$ cat src/rtl/tsm_pkg.sv
package tsm_pkg;

    typedef enum logic [2:0] {
        MD_IDLE   = 3'd0,
        MD_ENC1   = 3'd1,
        MD_ENC2   = 3'd2,
        MD_ENC3   = 3'd3,
        MD_RELOAD = 3'd4,
        MD_GATE   = 3'd5,
        MD_START  = 3'd6,
        MD_EXTCLK = 3'd7
    } mode_e;

    typedef enum logic [2:0] {
        ST_IDLE,
        ST_ENC,
        ST_RELOAD,
        ST_GATE,
        ST_ARMED,
        ST_RUN,
        ST_EXTCLK
    } state_e;

endpackage

$ cat src/rtl/tsm_trig_path.sv
module tsm_trig_path #(
    parameter int N_TRIG  = 8,
    parameter int RSV_SEL = 3,
    localparam int SEL_W  = $clog2(N_TRIG)
) (
    input  logic              clk,
    input  logic              rst_n,
    input  logic [N_TRIG-1:0] trig_in,
    input  logic [SEL_W-1:0]  trig_sel,
    input  logic              sync_en,
    output logic              eff_rise,
    output logic              eff_lvl,
    output logic              trgo
);

    logic line;
    logic line_prev;
    logic rise_raw;
    logic rise_q;
    logic lvl_q;

    always_comb begin
        if (trig_sel == SEL_W'(RSV_SEL)) line = 1'b0;
        else                             line = trig_in[trig_sel];
    end

    assign rise_raw = line & ~line_prev;

    always_ff @(posedge clk or negedge rst_n) begin
        if (!rst_n) begin
            line_prev <= 1'b0;
            rise_q    <= 1'b0;
            lvl_q     <= 1'b0;
        end else begin
            line_prev <= line;
            rise_q    <= rise_raw;
            lvl_q     <= line;
        end
    end

    assign eff_rise = sync_en ? rise_q : rise_raw;
    assign eff_lvl  = sync_en ? lvl_q  : line;
    assign trgo     = sync_en & rise_raw;


    sync_delay_chk: assert property (@(posedge clk) disable iff (!rst_n)
        (sync_en && rise_raw) |=> (!sync_en || eff_rise));

endmodule

$ cat src/rtl/tsm_mode_fsm.sv
module tsm_mode_fsm
    import tsm_pkg::*;
(
    input  logic       clk,
    input  logic       rst_n,
    input  logic [2:0] mode_sel,
    input  logic       eff_rise,
    input  logic       eff_lvl,
    input  logic       cen_wr,
    input  logic       cen_wd,
    input  logic       at_max,
    output logic       inc,
    output logic       reload,
    output logic       upd,
    output logic       cen,
    output logic [1:0] enc_mode
);

    state_e     state, state_nxt;
    logic       cen_nxt;
    logic [1:0] enc_q;

    always_comb begin
        if (cen_wr)                          cen_nxt = cen_wd;
        else if (state == ST_ARMED && eff_rise) cen_nxt = 1'b1;
        else                                 cen_nxt = cen;
    end

    always_comb begin
        unique case (mode_e'(mode_sel))
            MD_IDLE:                   state_nxt = ST_IDLE;
            MD_ENC1, MD_ENC2, MD_ENC3: state_nxt = ST_ENC;
            MD_RELOAD:                 state_nxt = ST_RELOAD;
            MD_GATE:                   state_nxt = ST_GATE;
            MD_START:                  state_nxt = cen_nxt ? ST_RUN : ST_ARMED;
            MD_EXTCLK:                 state_nxt = ST_EXTCLK;
        endcase
    end

    always_ff @(posedge clk or negedge rst_n) begin
        if (!rst_n) begin
            state <= ST_IDLE;
            enc_q <= 2'd0;
        end else begin
            state <= state_nxt;
            enc_q <= mode_sel[1:0];
        end
    end

    always_ff @(posedge clk or negedge rst_n) begin
        if (!rst_n) cen <= 1'b0;
        else        cen <= cen_nxt;
    end

    always_comb begin
        inc      = 1'b0;
        reload   = 1'b0;
        enc_mode = 2'd0;
        unique case (state)
            ST_IDLE:   inc = cen;
            ST_ENC:    enc_mode = enc_q;
            ST_RELOAD: begin
                reload = eff_rise;
                inc    = cen & ~eff_rise;
            end
            ST_GATE:   inc = cen & eff_lvl;
            ST_ARMED:  inc = 1'b0;
            ST_RUN:    inc = cen;
            ST_EXTCLK: inc = eff_rise;
            default:   inc = 1'b0;
        endcase
        upd = reload | (inc & at_max);
    end


    enc_hold_chk: assert property (@(posedge clk) disable iff (!rst_n)
        (state == ST_ENC) |-> (!inc && !reload));


    gate_low_chk: assert property (@(posedge clk) disable iff (!rst_n)
        (state == ST_GATE && !eff_lvl) |-> !inc);


    arm_sets_cen_chk: assert property (@(posedge clk) disable iff (!rst_n)
        (state == ST_ARMED && eff_rise && !cen_wr) |=> cen);


    extclk_edge_chk: assert property (@(posedge clk) disable iff (!rst_n)
        (state == ST_EXTCLK && !eff_rise) |-> !inc);

endmodule

$ cat src/rtl/tsm_counter.sv
module tsm_counter #(
    parameter int CNT_W = 16
) (
    input  logic             clk,
    input  logic             rst_n,
    input  logic             inc,
    input  logic             reload,
    output logic [CNT_W-1:0] cnt,
    output logic             at_max
);

    localparam logic [CNT_W-1:0] CNT_MAX = '1;

    assign at_max = (cnt == CNT_MAX);

    always_ff @(posedge clk or negedge rst_n) begin
        if (!rst_n)      cnt <= '0;
        else if (reload) cnt <= '0;
        else if (inc)    cnt <= cnt + 1'b1;
    end


    step_chk: assert property (@(posedge clk) disable iff (!rst_n)
        (cnt != $past(cnt)) |-> ((cnt == CNT_W'($past(cnt) + 1'b1)) || (cnt == '0)));


    wrap_chk: assert property (@(posedge clk) disable iff (!rst_n)
        (inc && !reload && at_max) |=> (cnt == '0));

endmodule

$ cat src/rtl/tsm_top.sv
module tsm_top #(
    parameter int N_TRIG  = 8,
    parameter int CNT_W   = 16,
    parameter int RSV_SEL = 3,
    localparam int SEL_W  = $clog2(N_TRIG)
) (
    input  logic              clk,
    input  logic              rst_n,
    input  logic [2:0]        mode_sel,
    input  logic [SEL_W-1:0]  trig_sel,
    input  logic [N_TRIG-1:0] trig_in,
    input  logic              sync_en,
    input  logic              cen_wr,
    input  logic              cen_wd,
    output logic [CNT_W-1:0]  cnt,
    output logic              cnt_en,
    output logic              cnt_rst,
    output logic              upd_evt,
    output logic              cen,
    output logic              trgo,
    output logic [1:0]        enc_mode
);

    logic eff_rise;
    logic eff_lvl;
    logic at_max;

    tsm_trig_path #(.N_TRIG(N_TRIG), .RSV_SEL(RSV_SEL)) u_trig (
        .clk      (clk),
        .rst_n    (rst_n),
        .trig_in  (trig_in),
        .trig_sel (trig_sel),
        .sync_en  (sync_en),
        .eff_rise (eff_rise),
        .eff_lvl  (eff_lvl),
        .trgo     (trgo)
    );

    tsm_mode_fsm u_fsm (
        .clk      (clk),
        .rst_n    (rst_n),
        .mode_sel (mode_sel),
        .eff_rise (eff_rise),
        .eff_lvl  (eff_lvl),
        .cen_wr   (cen_wr),
        .cen_wd   (cen_wd),
        .at_max   (at_max),
        .inc      (cnt_en),
        .reload   (cnt_rst),
        .upd      (upd_evt),
        .cen      (cen),
        .enc_mode (enc_mode)
    );

    tsm_counter #(.CNT_W(CNT_W)) u_cnt (
        .clk    (clk),
        .rst_n  (rst_n),
        .inc    (cnt_en),
        .reload (cnt_rst),
        .cnt    (cnt),
        .at_max (at_max)
    );

endmodule

$ cat config.mk
export PLATFORM = sky130hd
export DESIGN_NAME = tsm_top
export DESIGN_NICKNAME = d
export VERILOG_FILES = /design/src/rtl/tsm_pkg.sv /design/src/rtl/tsm_trig_path.sv /design/src/rtl/tsm_mode_fsm.sv /design/src/rtl/tsm_counter.sv /design/src/rtl/tsm_top.sv
export SDC_FILE = /design/constraint.sdc
export NUM_CORES = 1
export LEC_CHECK = 0
export BUFFER_PORTS_ARGS = -buffer_cell sky130_fd_sc_hd__buf_2
export CAP_MARGIN = 20
export CORE_ASPECT_RATIO = 0.6
export CORE_UTILIZATION = 30
export DETAILED_ROUTE_END_ITERATION = 12
export MAX_ROUTING_LAYER = met4
export PLACE_DENSITY = 0.55
export SETUP_SLACK_MARGIN = 0.15
export SLEW_MARGIN = 20
export SYNTH_ARGS = -nofsm -noshare
export SYNTH_HDL_FRONTEND = slang
export SYNTH_SLANG_ARGS = --single-unit
$ cat constraint.sdc
create_clock -name clk -period 2.3 [get_ports clk]
set_clock_uncertainty 0.2 [all_clocks]
set_input_delay 0 -clock clk [delete_from_list [all_inputs] [get_ports clk]]
set_output_delay 0 -clock clk [all_outputs]
set_load 0.05 [all_outputs]
==> metrics.md <==
| Metric | Value |
|---|---|
| Status | completed |
| Yosys cell types | 42 |
| Most used flip-flop cell after synthesis | dfrtp_1 |
| H-tree Lvls | 1 |
| Die area | about 5600 µm² |
| Worst r2r src | u_fsm.state[0]$_DFF_PN0_ |
| Max rail drop VDD | roughly 0.37 mV |
| Vias/cell | between 5 and 6 |
| CP top delay family | compound AO/OA/AOI/OAI gates |
| Iteration-0 DRC Markers | 70 |
| Post-synth EDFFs | 0 |
| Crit path required time | 2.30 ns |
| Post-Syn Nets | 185 |
| Routed Antenna Nets | 0 |
| Hold Vio Cnt, Final | 0 |
| Fin nets | around 240 |
| Die Ht | around 58 µm |
| Class of the most critical setup path | reg2reg |
| Total wire length | approximately 4000 µm |
| PortBufs | 40 |
| Setup TNS | 0 ns |
| Max-Cap Viols | 0 |
| Critical path buffer and inverter count | 2 |
| Top cell type's share of synthesized area | 0.379 |
| Synth area leaders | dfrtp_1 38%, mux2i_1 6.3%, nand2_1 5.2% |
| GRT Total Usage | 0.157 |
| Ant. Diodes | 0 |
| Pwr Density | about 930 nW/µm² |
| Skew-Pair Late Insertion Delay | roughly 0.27 ns |
| Remaining global-route overflow | 0 |
| FP Rows | 20 |
| Fmax | ~470 MHz |
| Worst setup SP type | flip-flop |
| Number of synthesized register bits | 24 |
| Fin crit period | approximately 2.1 ns |
| Core area | about 5000 µm² |
| Fraction of layout cells with a size suffix above 1 | 0.395 |
| Routability cong. | roughly 0.76 |
| Flop2flop setup slack | ~0.18 ns |
| Clock Pin Slew Worst Setup and Hold Paths | 0.09 ns |
| Slew Viols, Final | 0 |
| Post-Synthesis Cells | between 150 and 200 |
| Root Driver | clkbuf_8 |
| Worst R2R End | u_cnt.cnt[6]$_DFFE_PN0P_ |
| Vias in the first global route | about 1400 |
| CP cell instances | buf_6 -> a21boi_1 -> a2111oi_2 -> nor2_1 -> buf_4 -> a211oi_1 -> mux2i_1 |
| FFs w/ async S/R, synth | 1.00 |
| Largest net degree at the start of global routing | 25 |
| Register area share after synthesis | 0.379 |
| Syn Area/Cell | 9.59 µm² |
| Final Setup Violations | 0 |
| Drt pass-1 iters | 5 |
| Initial antenna violation count | 0 |
| Chip Width | between 90 and 100 µm |
| Most common cell after layout, fill and taps aside | buf_2 |
| Wire length of the first global-routing pass | around 6500 µm |
| Fin crit share | 0.923 |
| Crit-path slowest cell | dfrtp_2 |
| Worst-margin pin slew | about 0.55 ns |
| Max-Slew Margin vs Limit | 0.636 |
| TritonCTS clock tree | built |
| R2R cell count | 7 |
| Hold path endpoint | u_trig.rise_q$_DFF_PN0_ |
| Via count | 1460 |
| Hold path cells | 4 |
| Peak per-stage delay on the critical path | ~0.46 ns |
| Hold Startpoint | trig_sel[1] |
| DP Wirelength | approximately 2700 µm |
| Wire per inst | approximately 14 µm |
| Deepest clock path buffer count | 2 |
| Largest area contributor in the netlist | dfrtp_1 |
| Inserted Clock Buffers | 3 |
| CTS Sinks | 24 |
| Lkg Pwr | roughly 0.91 nW |
| Post-Synthesis Cell Area | around 1600 µm² |
| Synth-to-layout area growth | 30.6% |
| Crit. End Element | flip-flop |
| Worst Hold Class | in2reg |
| Synthesis warning total | 0 |
| # IOs | 42 |
| Initial Util | 0.312 |
| Most frequent cells in the layout | 38 x buf_2, 22 x nand2_1, 13 x dfrtp_1 |
| Filler cells | 519 |
| Worst Path Max Fanout | 22 |
| Hold_ws | roughly 0.013 ns |
| DR DRC count | 0 |
| Arrival time worst endpoint | 2.12 ns |
| RSZ-0062 raised after global routing | yes |
## cells in the mapped netlist (all sizes together), types with 3 or more instances
master   n
a2111o   7
a21oi   12
a31oi    4
and2     4
and3     3
and4     6
buf      3
clkbuf   5
dfrtp   24
inv      4
mux2i   10
nand2   23
nand2b   3
nand3    5
nand3b   3
nand4    6
nor2     7
nor2b    3
nor3     3
o21ai   12
## worst min-delay path: cells and delay by family
family                 cells  cell delay (ns)
and+or+nand+nor            2             0.19
buffers and inverters      1             0.11
AOI/OAI and AO/OA          1             0.14
## state kept, by name, indices dropped and copies added (netlist names)
| signal | count |
|---|---|
| u_trig.rise_q | 1 |
| u_fsm.state | 3 |
| u_fsm.enc_q | 2 |
| u_fsm.cen | 1 |
| u_cnt.cnt | 16 |
| u_trig.line_prev | 1 |
## per-stage QoR
| step | cell area [µm²] | util | std cells | total power [mW] | setup slack, ns |
|---|---|---|---|---|---|
| after floorplan | 1600 | - | 165 | 1.36 | 0.165 |
| after global placement | 1800 | 0.355 | 265 | 1.56 | 0.137 |
| after detailed placement | 1800 | 0.355 | 265 | 1.57 | 0.110 |
| after CTS | 1970 | 0.387 | 279 | 1.87 | 0.156 |
| after global routing | 2070 | 0.407 | 286 | 2.04 | 0.0898 |
| final | 2070 | 0.407 | 286 | 1.92 | 0.178 |
## how the worst max path moves through the flow
stage                               endpoint  cells past startpoint  slack (ns)                     start
global route        u_cnt.cnt[6]$_DFFE_PN0P_                      7        0.09  u_fsm.state[0]$_DFF_PN0_
detailed placement  u_cnt.cnt[6]$_DFFE_PN0P_                      8        0.11               trig_sel[2]
finish              u_cnt.cnt[6]$_DFFE_PN0P_                      7        0.18  u_fsm.state[0]$_DFF_PN0_
CTS                                  upd_evt                      8        0.16  u_fsm.state[0]$_DFF_PN0_
floorplan           u_cnt.cnt[6]$_DFFE_PN0P_                      7        0.17  u_fsm.state[0]$_DFF_PN0_
global placement    u_cnt.cnt[6]$_DFFE_PN0P_                      8        0.14               trig_sel[2]
## where the power goes
group / switching (mW) / internal, mW / total (mW)
registers: 0.171 / 0.550 / 0.722
logic: 0.655 / 0.281 / 0.936
clock network: 0.137 / 0.124 / 0.261
total: 0.963 / 0.955 / 1.92
## routing by layer
layer	share of wire	global-route usage
met1	0.56	0.244
met2	0.39	0.206
met3	0.041	0.0315
met4	0.0065	0.0277
met5	0	-
## kinds of logic after synthesis
group                    synth area share
multiplexers                       0.0632
AO/OA/AOI/OAI                       0.224
AND/OR/NAND/NOR                     0.240
buffers and inverters              0.0854
adder cells (fa/ha/maj)           0.00790
flip-flops                          0.379
## timing repair
item                                   in CTS  in global routing
setup endpoints to repair                   4                  7
gates resized for setup                     9                 16
pin swaps                                   1                  5
buffers inserted                            1                  7
endpoints found under the hold margin      32                  0
cloned                                      0                  0
hold buffers                                9                  0
## final cells by class
class / instances / area (µm²) / share of cell area
clock buffer: 4 / 45.0 / 0.0218
tap: 66 / 82.6 / 0.0400
sequential: 24 / 614 / 0.297
inverter: 4 / 15.0 / 0.00726
multi-input combinational: 127 / 901 / 0.436
timing repair buffer: 61 / 409 / 0.198
(Power assumes the default switching activity.)
